==> src/rtl/irq_bus_boost.sv <==
module irq_bus_boost (
  input  logic clk,
  input  logic rst,
  input  logic crit_irq,
  input  logic crit_en,
  input  logic crit_boost_cfg,
  input  logic crit_ret,
  input  logic ext_irq,
  input  logic ext_en,
  input  logic ext_boost_cfg,
  input  logic ext_ret,
  output logic hi_prio
);

  logic crit_act, ext_act;
  logic crit_hit, ext_hit;

  assign crit_hit = crit_irq & crit_en;
  assign ext_hit  = ext_irq & ext_en;

  always_ff @(posedge clk) begin
    if (rst || !crit_boost_cfg) crit_act <= 1'b0;
    else if (crit_hit)          crit_act <= 1'b1;
    else if (crit_ret)          crit_act <= 1'b0;
  end

  always_ff @(posedge clk) begin
    if (rst || !ext_boost_cfg) ext_act <= 1'b0;
    else if (ext_hit)          ext_act <= 1'b1;
    else if (ext_ret)          ext_act <= 1'b0;
  end

  assign hi_prio = crit_act | ext_act;

endmodule


==> config.mk <==
export PLATFORM = sky130hd
export DESIGN_NAME = irq_bus_boost
export DESIGN_NICKNAME = d
export VERILOG_FILES = /design/src/rtl/irq_bus_boost.sv
export SDC_FILE = /design/constraint.sdc
export NUM_CORES = 1
export LEC_CHECK = 0
export BUFFER_PORTS_ARGS = -buffer_cell sky130_fd_sc_hd__buf_2
export CAP_MARGIN = 25
export CORE_AREA = 3 3 40 42
export CTS_BUF_LIST = sky130_fd_sc_hd__clkbuf_16
export DETAILED_ROUTE_END_ITERATION = 8
export DIE_AREA = 0 0 43 45
export GPL_ROUTABILITY_DRIVEN = 0
export MAX_ROUTING_LAYER = met4
export PLACE_DENSITY_LB_ADDON = 0.25
export RECOVER_POWER = 100
export SYNTH_ARGS = -nofsm -noshare
export SYNTH_HDL_FRONTEND = slang
export SYNTH_SLANG_ARGS = --single-unit
export TNS_END_PERCENT = 20
==> constraint.sdc <==
create_clock -name clk -period 1.2 [get_ports clk]
set_clock_uncertainty 0.1 [all_clocks]
set_input_delay 0.24 -clock clk [delete_from_list [all_inputs] [get_ports clk]]
set_output_delay 0.24 -clock clk [all_outputs]
set_load 0.03 [all_outputs]
After elaboration in Yosys (flattened, before gate mapping)
Cells that the tools add are included.
{"block": "classes", "muxes": 4, "bitwise": 3, "reduce_logical": 6}
{"operator": "$mux W1", "n": 4}
{"operator": "$reduce_bool A2 Y1", "n": 2}
{"operator": "$and A1 B1 Y1", "n": 2}
{"operator": "$logic_not A1 Y1", "n": 2}
{"operator": "$logic_or A1 B1 Y1", "n": 2}
{"operator": "$or A1 B1 Y1", "n": 1}
{"block": "totals", "regBits": 2, "input_bits": 10, "output_inout_bits": 1, "wordCells": 15}

Logic depth before layout (Yosys ltp)
Gate-level depths: netlist (run 1).
{"block": "logic_depth", "depth_word": 2, "mapped_depth": 2, "mapped_depth_nobuf": 2}

Worst setup path after synthesis (run 1)
OpenSTA, ideal clock, no wires.
{"block": "synth_timing", "kind": "reg-to-output", "start": "reg ext_act", "end": "out hi_prio", "arrival_time_ns": 0.651, "required_time_ns": 0.860, "setup_slack_ns": 0.209, "path_stages_with_launch": 2, "path_buffers": 0, "path_cell_list": "dfxtp_1 or2_1"}
{"block": "synth_between", "elab_chain_len": 1}
{"element": "start, declared", "line_no": "15", "rtl": "logic crit_act, ext_act;"}
{"element": "start signal, assigned", "line_no": "28", "rtl": "if (rst || !ext_boost_cfg) ext_act <= 1'b0;"}
{"element": "start signal, assigned", "line_no": "29", "rtl": "else if (ext_hit) ext_act <= 1'b1;"}
{"element": "start signal, assigned", "line_no": "30", "rtl": "else if (ext_ret) ext_act <= 1'b0;"}
{"element": "$or A1 B1 Y1", "line_no": "33", "rtl": "assign hi_prio = crit_act | ext_act;"}
{"element": "end, declared", "line_no": "12", "rtl": "output logic hi_prio"}
Every way passes these cells.

Final worst setup path (run 1)
{"block": "layout_timing", "start": "reg crit_act", "end": "out hi_prio"}
{"block": "layout_between", "elab_chain_len": 1}
{"element": "start, declared", "line_no": "15"}
{"element": "start signal, assigned", "line_no": "22", "rtl": "if (rst || !crit_boost_cfg) crit_act <= 1'b0;"}
{"element": "start signal, assigned", "line_no": "23", "rtl": "else if (crit_hit) crit_act <= 1'b1;"}
{"element": "start signal, assigned", "line_no": "24", "rtl": "else if (crit_ret) crit_act <= 1'b0;"}
{"element": "$or A1 B1 Y1", "line_no": "33"}
Every way passes these cells.

==> results of run 1 <==
[report_power, final]
part           switching [uW]  total (uW)  internal, uW  leakage (uW)
combinational            14.2        36.0          21.8     0.0000702
sequential              0.838        70.2          69.4     0.0000167
clock                    69.4         493           423     0.0000370
total                    84.5         599           514      0.000124
[worst reg2reg max path, delay by kind of cell, from the launching register on]
family          cells  cell delay, ps
simple gates        1              50
buf+inv             1             110
flops               1             310
compound gates      1             110
[cell usage after synthesis, drive strengths merged]
master	n
nand2b	4
dfxtp	2
nand2	2
a21oi	2
or2	1
[metal layers]
layer	up-vias	track usage	routed length [um]
li1	64	-	-
met1	45	0.02878	117
met2	11	0.04192	116
met3	0	0.02390	43
met4	0	0.07229	0
met5	-	-	0
[kinds of logic (layout without fill, tap and decap cells)]
| kind of cell | count (synthesis) | count (layout) | share of synthesized area |
|---|---|---|---|
| buffers and inverters | 0 | 14 | 0 |
| DFF | 2 | 2 | 0.3856 |
| and+or+nand+nor | 7 | 7 | 0.4458 |
| AOI/OAI and AO/OA | 2 | 2 | 0.1687 |
[timing repair]
action	4_1_cts	5_1_grt
endpoints found under the setup margin	1	1
gates cloned	0	0
pin swaps	1	0
resized for setup	3	0
setup buffers	1	0
hold buffers	0	0
[cell type report]
| type | count | area (sq um) | area share |
|---|---|---|---|
| clock buffer | 3 | 75.07 | 0.2857 |
| multi-input combinational | 9 | 63.81 | 0.2429 |
| sequential | 2 | 41.29 | 0.1571 |
| timing repair buffer | 11 | 63.81 | 0.2429 |
| tap | 15 | 18.77 | 0.07143 |
[through the flow]
step | area [sq um] | setup slack, ps | utilization
after floorplan | 103.9 | 209.4 | -
after detailed placement | 172.7 | 152.6 | 0.1344
after global placement | 172.7 | 138.9 | 0.1344
after global routing | 262.8 | -39.64 | 0.2045
final | 262.8 | -20.52 | 0.2045
after CTS | 262.8 | -28.29 | 0.2045
[worst max path at each step]
stage | startpoint | endpoint | slack (ps) | cells after the start
2_1_floorplan | ext_act | hi_prio | 210 | 1
3_3_place_gp | ext_act | hi_prio | 140 | 2
3_5_place_dp | ext_act | hi_prio | 150 | 2
4_1_cts | crit_act | hi_prio | -30 | 2
5_1_grt | crit_act | hi_prio | -40 | 2
6_report | crit_act | hi_prio | -20 | 2
[flip-flops by register name, summed over array words and instances (netlist names)]
name,flops
ext_act,1
crit_act,1
==> flow_summary_export.csv, run 1 <==
group,metric,value,unit
status,status,"finished with violations",
status,violations,"negative setup slack",
layout,final_net_count,37,
critical_path,reg2reg_depth,3,
drt,drtIter0Drc,0,
layout,final_cells,40,
synth,synth_cell_types,6,
sta,rsz0062_at_grt,"yes",
synth,syn_area,103.9,sq um
pwr,ir_drop,841.1,uV
layout,fillCellCount,139,
critical_path,cpMaxStageDelayCell,"dfxtp_1",
floorplanning,core_area,1285,sq um
pwr,p_total,599.0,uW
global_route,grt_pass1_vias,120,
clock_tree,clock_latency,220,ps
clock_tree,clockBufferDepth,2,
global_route,grt_max_degree,3,
clock_tree,clk_pin_slew,30,ps
synth,yosys.area.top_type,"dfxtp_1",
synth,synthTopCellsByArea,"dfxtp_1, nand2b_1, a21oi_2",
global_route,grt_usage,0.03767,
layout,layout_common_cells,"buf_2, nand2b_1, clkbuf_16",
pwr,p_leak,0.0001239,uW
sta,tightest_slew,89.64,ps
clock_tree,cts_made_buffers,3,
sta,finalSetupViolCount,1,
synth,synth_nets,21,
sta,period_needed,1221,ps
global_route,overflow,0,
sta,timing.final.crit_share,1.017,
pwr,p_per_area,2280,nW/um^2
flow_run,maxCapViolations,0,
place,place_inst,36,
hold_path,hp-class,"in -> reg",
critical_path,cp_top_family,"flip-flops",
synth,ys_ff_latch,2,
place,port-buffer-count,10,
drt,ant_nets,0,
hold_path,hold_path_end,"ext_act",
sta,setup_ws,-20.52,ps
critical_path,setup.worst_path.end_class,"output port",
critical_path,cp_cell_sequence,"or2_1, buf_6",
critical_path,worstPathMaxFanout,2,
sta,timing.hold.ws,164.5,ps
critical_path,r2r_end,"ext_act",
sta,slew_headroom,0.9402,
hold_path,hold_depth,3,
floorplanning,start_util,0.08082,
synth,yosysWarnings,0,
critical_path,r2r_slack,460,ps
drt,num_vias,120,
floorplanning,dieArea,1935,sq um
floorplanning,fp.dieH,45,um
critical_path,crit_arrival,880,ps
floorplanning,row_count,13,
drt,drt_pass1_iterations,1,
global_route,grt_pass1_wl,407,um
critical_path,criticalPathCategory,"reg -> out",
drt,finalWirelength,278,um
critical_path,worst_ep_required_time,860,ps
synth,synth_top_cell_area_share,0.3855,
layout,layout_commonest_cell,"buf_2",
clock_tree,root_buffer,"clkbuf_16",
critical_path,rr_startpoint,"ext_act",
layout,areaGrowthSynthToFinish,153.0,%
layout,antenna_cells,0,
hold_path,worstHoldStart,"ext_boost_cfg",
synth,syn_area_per_cell,9.441,sq um
drt,route.detailed.drc,0,
clock_tree,cts.sink_count,2,
sta,maxSlewViolCount,0,
drt,wl_per_cell,6.950,um
global_route,antenna_found_initial,0,
synth,ys_seq_area_frac,0.3855,
sta,tns,-20.52,ps
sta,finalHoldViolations,0,
floorplanning,die_x,43,um
clock_tree,htreeDepth,1,
critical_path,path_buf_inv,1,
critical_path,cpPeakStageDelay,290,ps
drt,vias_per_cell,3.000,
sta,timing.fmax,819.3,MHz
critical_path,start_kind,"flip-flop",
layout,layout-drive-gt1-share,0.7200,
synth,synth_cells,11,
floorplanning,ios,11,
clock_tree,tritoncts,"built",
(Power assumes the default switching activity.)
==> run 2, diff against run 1 <==
--- a/config.mk
+++ b/config.mk
@@ -5,7 +5,7 @@
 export SDC_FILE = /design/constraint.sdc
 export NUM_CORES = 1
 export LEC_CHECK = 0
-export BUFFER_PORTS_ARGS = -buffer_cell sky130_fd_sc_hd__buf_2
+export BUFFER_PORTS_ARGS = -buffer_cell sky130_fd_sc_hd__buf_4
 export CAP_MARGIN = 25
 export CORE_AREA = 3 3 40 42
 export CTS_BUF_LIST = sky130_fd_sc_hd__clkbuf_16
@@ -14,7 +14,7 @@
 export GPL_ROUTABILITY_DRIVEN = 0
 export MAX_ROUTING_LAYER = met4
 export PLACE_DENSITY_LB_ADDON = 0.25
-export RECOVER_POWER = 100
+export RECOVER_POWER = 25
 export SYNTH_ARGS = -nofsm -noshare
 export SYNTH_HDL_FRONTEND = slang
 export SYNTH_SLANG_ARGS = --single-unit
==> run 2 against run 1 <==
Compared with the run above: the flow still finishes with violations (negative setup slack); wire length increased by 5.8%; setup slack got worse by 15 ps; worst hold slack improved by 7.7 ps; highest routed layer unchanged; global-route usage increased by 0.25 points; clock-buffer cell count unchanged; via count increased by 1.7%.
==> flow_summary_export.csv, run 2 (synthesis gave the netlist of run 1 again) <==
group,metric,value,unit
sta,setup_ws,-35.34,ps
layout,reg_top3,"crit_act: 1 flops, ext_act: 1 flops",
layout,fin_area,285.3,sq um
global_route,overflow,0,
critical_path,reg2reg_depth,3,
critical_path,start_kind,"flip-flop",
sta,tns,-35.34,ps
clock_tree,tritoncts,"built",
floorplanning,row_count,13,
pwr,p_leak,0.0001317,uW
layout,regArea,41.29,sq um
layout,multi_input_area,63.81,sq um
sta,finalHoldViolations,0,
drt,route.detailed.drc,0,
critical_path,cp_cell_sequence,"or2_1, buf_6",
layout,final_cells,40,
layout,layout_commonest_cell,"buf_4",
place,place_inst,36,
sta,timing.final.crit_share,1.029,
clock_tree,clk_pin_slew,30,ps
critical_path,cpMaxStageDelayCell,"dfxtp_2",
hold_path,hp-class,"in -> reg",
critical_path,cpPeakStageDelay,300,ps
sta,period_needed,1235,ps
global_route,grt_usage,0.04021,
floorplanning,start_util,0.08082,
drt,num_vias,122,
clock_tree,clockBufferDepth,2,
critical_path,crit_arrival,900,ps
drt,drt_pass1_iterations,1,
floorplanning,die_x,43,um
drt,finalWirelength,294,um
layout,antenna_cells,0,
layout,areaGrowthSynthToFinish,174.7,%
drt,vias_per_cell,3.050,
layout,fin_util,0.2220,
place,post_dp_cell_area,197.7,sq um
critical_path,worst_ep_required_time,860,ps
critical_path,setup.worst_path.end_class,"output port",
clock_tree,htreeDepth,1,
global_route,grt_pass1_vias,144,
clock_tree,cts_made_buffers,3,
global_route,grt_max_degree,3,
sta,slew_headroom,0.9472,
place,port-buffer-count,10,
global_route,antenna_found_initial,0,
drt,ant_nets,0,
sta,timing.fmax,809.5,MHz
critical_path,cp_top_family,"flip-flops",
layout,final_net_count,37,
floorplanning,core_area,1285,sq um
critical_path,path_buf_inv,1,
layout,fillCellCount,147,
sta,finalSetupViolCount,1,
hold_path,hold_depth,3,
clock_tree,cts.sink_count,2,
pwr,ir_drop,708.4,uV
clock_tree,clock_latency,220,ps
clock_tree,root_buffer,"clkbuf_16",
floorplanning,dieArea,1935,sq um
drt,drtIter0Drc,0,
layout,layout_common_cells,"buf_4, nand2b_1, clkbuf_16",
flow_run,maxCapViolations,0,
status,status,"finished with violations",
critical_path,worstPathMaxFanout,2,
floorplanning,ios,11,
sta,rsz0062_at_grt,"yes",
layout,layout-drive-gt1-share,0.7200,
sta,maxSlewViolCount,0,
clock_tree,holdBufCountCts,0,
status,violations,"negative setup slack",
floorplanning,fp.dieH,45,um
drt,wl_per_cell,7.350,um
place,dpl_worst_slack,138.4,ps
pwr,p_per_area,2130,nW/um^2
sta,tightest_slew,79.25,ps
critical_path,criticalPathCategory,"reg -> out",
critical_path,crit_cells,2,
global_route,grt_pass1_wl,483,um
[run 2: cell counts in the layout (fill, tap and decap cells not counted)]
No cell type changed its count.
[run 2: final timing paths]
check        startpoint       end  slack, ps
max             ext_act   hi_prio        -40
min reg2reg    crit_act  crit_act        380
max reg2reg     ext_act   ext_act        460
min              ext_en   ext_act        170
[run 2: tightest hold or removal path: stages]
cell and delay, ps:
buf_4 110, nand2_1 60, a21oi_2 40
[run 2: area by class of cell]
type                    instances  area share
clock buffers                   3      0.2632
multi-input cells               9      0.2237
well taps                      15     0.06579
flip-flops and latches          2      0.1447
repair buffers                 11      0.3026
[run 2: metal layers]
metal  vias to the layer above  track usage  wire length [um]
met5                         -            -                 0
met4                         0      0.05422                 0
met3                         0      0.02390                50
met2                        11      0.05689               133
met1                        48      0.03110               109
li1                         63            -                 -
[run 2: what timing repair did]
item	4_1_cts	5_1_grt
endpoints found under the setup margin	1	1
buffers inserted	1	0
pin swaps	1	1
resized for setup	2	0
[run 2: metrics by stage]
step	hold slack (ps)	total power (uW)
after floorplan	282.5	86.06
after global placement	366.8	112.1
after detailed placement	376.4	112.4
after CTS	170.9	619.1
after global routing	199.3	629.1
final	172.3	607.7
[run 2: power breakdown]
part / internal [uW] / switching, uW / total (uW)
logic: 29.8 / 13.9 / 43.7
clock network: 423 / 70.3 / 494
registers: 69.4 / 0.965 / 70.3
total: 523 / 85.1 / 608
==> run 3, diff against run 2 <==
--- a/config.mk
+++ b/config.mk
@@ -7,10 +7,10 @@
 export LEC_CHECK = 0
 export BUFFER_PORTS_ARGS = -buffer_cell sky130_fd_sc_hd__buf_4
 export CAP_MARGIN = 25
-export CORE_AREA = 3 3 40 42
+export CORE_AREA = 4 4 41 43
 export CTS_BUF_LIST = sky130_fd_sc_hd__clkbuf_16
 export DETAILED_ROUTE_END_ITERATION = 8
-export DIE_AREA = 0 0 43 45
+export DIE_AREA = 0 0 45 47
 export GPL_ROUTABILITY_DRIVEN = 0
 export MAX_ROUTING_LAYER = met4
 export PLACE_DENSITY_LB_ADDON = 0.25
==> run 3 against run 2 <==
Compared with the run above: register-to-register slack barely moved; die area rose by 9.3%; global-route usage rose by 0.45 points; sequential power barely moved; via count rose by 7.4%; utilization fell by 0.57 points; final area fell by 1.3%; highest routed layer unchanged; first-iteration DRC count did not move; worst hold slack improved by 2.0 ps; the flow still finishes with violations (negative setup slack); non-clock buffer count did not move; clock-buffer cell count did not move.
==> flow_summary_export.csv, run 3 (synthesis gave the netlist of run 1 again) <==
group,metric,value,unit
layout,fin_util,0.2163,
critical_path,rr_startpoint,"ext_act",
clock_tree,clock_latency,210,ps
drt,drt_pass1_iterations,1,
global_route,grt_max_degree,3,
status,status,"finished with violations",
clock_tree,clk_pin_slew,30,ps
place,port-buffer-count,10,
drt,finalWirelength,339,um
floorplanning,start_util,0.07981,
clock_tree,htreeDepth,1,
global_route,overflow,0,
floorplanning,core_area,1301,sq um
drt,num_vias,131,
sta,timing.final.crit_share,1.026,
sta,slew_headroom,0.9261,
sta,maxSlewViolCount,0,
layout,fillCellCount,153,
clock_tree,root_buffer,"clkbuf_16",
hold_path,hp-class,"in -> reg",
global_route,use_met1,0.03837,
drt,route.detailed.drc,0,
place,post_dp_cell_area,197.7,sq um
layout,antenna_cells,0,
critical_path,cp_cell_sequence,"or2_1, buf_6",
status,violations,"negative setup slack",
hold_path,hold_depth,3,
drt,ant_nets,0,
critical_path,setup.worst_path.end_class,"output port",
layout,final_net_count,37,
clock_tree,clockBufferDepth,2,
flow_run,maxCapViolations,0,
sta,setup_ws,-30.97,ps
drt,vias_per_cell,3.275,
critical_path,criticalPathCategory,"reg -> out",
floorplanning,row_count,13,
layout,layout-drive-gt1-share,0.6800,
pwr,p_per_area,2146,nW/um^2
critical_path,cpPeakStageDelay,300,ps
global_route,grtUsageMet2,0.06215,
critical_path,reg2reg_depth,3,
critical_path,crit_arrival,890,ps
critical_path,worstPathMaxFanout,2,
critical_path,start_kind,"flip-flop",
pwr,p_total,604.0,uW
global_route,grt-busiest-layer,"met2",
clock_tree,cts.sink_count,2,
hold_path,hold_path_end,"ext_act",
layout,fin_area,281.5,sq um
sta,period_needed,1231,ps
global_route,grtUsageMet3,0.04981,
layout,reg_top3,"crit_act: 1 flops, ext_act: 1 flops",
critical_path,r2r_slack,450,ps
sta,finalSetupViolCount,1,
sta,tightest_slew,110.9,ps
clock_tree,cts_made_buffers,3,
floorplanning,dieArea,2115,sq um
drt,wl_per_cell,8.475,um
sta,finalHoldViolations,0,
hold_path,worstHoldStart,"ext_boost_cfg",
global_route,antenna_found_initial,0,
critical_path,path_buf_inv,1,
critical_path,cp_top_family,"flip-flops",
pwr,p_leak,0.0001318,uW
critical_path,r2r_end,"ext_act",
layout,layout_common_cells,"buf_4, nand2b_1, clkbuf_16",
global_route,grt_usage,0.04475,
critical_path,worst_ep_required_time,860,ps
floorplanning,ios,11,
layout,layout_commonest_cell,"buf_4",
layout,areaGrowthSynthToFinish,171.1,%
clock_tree,tritoncts,"built",
pwr,ir_drop,1324,uV
critical_path,cpMaxStageDelayCell,"dfxtp_2",
global_route,grt_pass1_wl,572,um
sta,timing.fmax,812.4,MHz
floorplanning,die_x,45,um
global_route,grt_pass1_vias,151,
drt,drtIter0Drc,0,
sta,rsz0062_at_grt,"yes",
floorplanning,fp.dieH,47,um
clock_tree,holdBufCountCts,0,
run 3: through the flow:
stage / worst slack (ps) / setup TNS (ps) / instances / hold WS [ps]
floorplan: 209.4 / 0 / 11 / 282.5
global placement: 154.9 / 0 / 36 / 372.5
detailed placement: 157.5 / 0 / 36 / 377.9
CTS: -34.03 / -34.03 / 40 / 173.7
global route: -65.15 / -65.15 / 40 / 182.1
finish: -30.97 / -30.97 / 40 / 174.3
run 3: power by group:
| group | leakage [uW] | switching (uW) | internal [uW] |
|---|---|---|---|
| logic | 0.0000781 | 13.4 | 29.5 |
| registers | 0.0000167 | 0.863 | 69.4 |
| clock network | 0.0000370 | 67.7 | 423 |
run 3: how the worst max path moves through the flow:
stage / startpoint / end / slack, ps / depth (start not counted)
detailed placement: ext_act / hi_prio / 160 / 2
floorplan: ext_act / hi_prio / 210 / 1
CTS: crit_act / hi_prio / -30 / 2
finish: ext_act / hi_prio / -30 / 2
global placement: ext_act / hi_prio / 150 / 2
global route: ext_act / hi_prio / -70 / 2
run 3: what timing repair did:
item / CTS / global route
setup endpoints to repair: 1 / 1
pin swaps: 1 / 1
gates resized for setup: 2 / 0
setup buffers: 1 / 0
run 3: worst register-to-register path, stage by stage (launching register included):
cell and delay, ps:
dfxtp_2 310, buf_4 100, nand2b_4 50, a21oi_2 120
run 3: cell type report:
class | count | area (sq um) | area share
Multi-Input combinational cell | 9 | 60.06 | 0.2133
Sequential cell | 2 | 41.29 | 0.1467
Tap cell | 15 | 18.77 | 0.06667
Clock buffer | 3 | 75.07 | 0.2667
Timing Repair Buffer | 11 | 86.33 | 0.3067
run 3: layer usage:
layer	up-vias	share of wire	wire length (um)
li1	64	-	-
met1	60	0.47	160
met2	7	0.42	144
met3	0	0.10	35
met4	0	0	0
met5	-	0	0
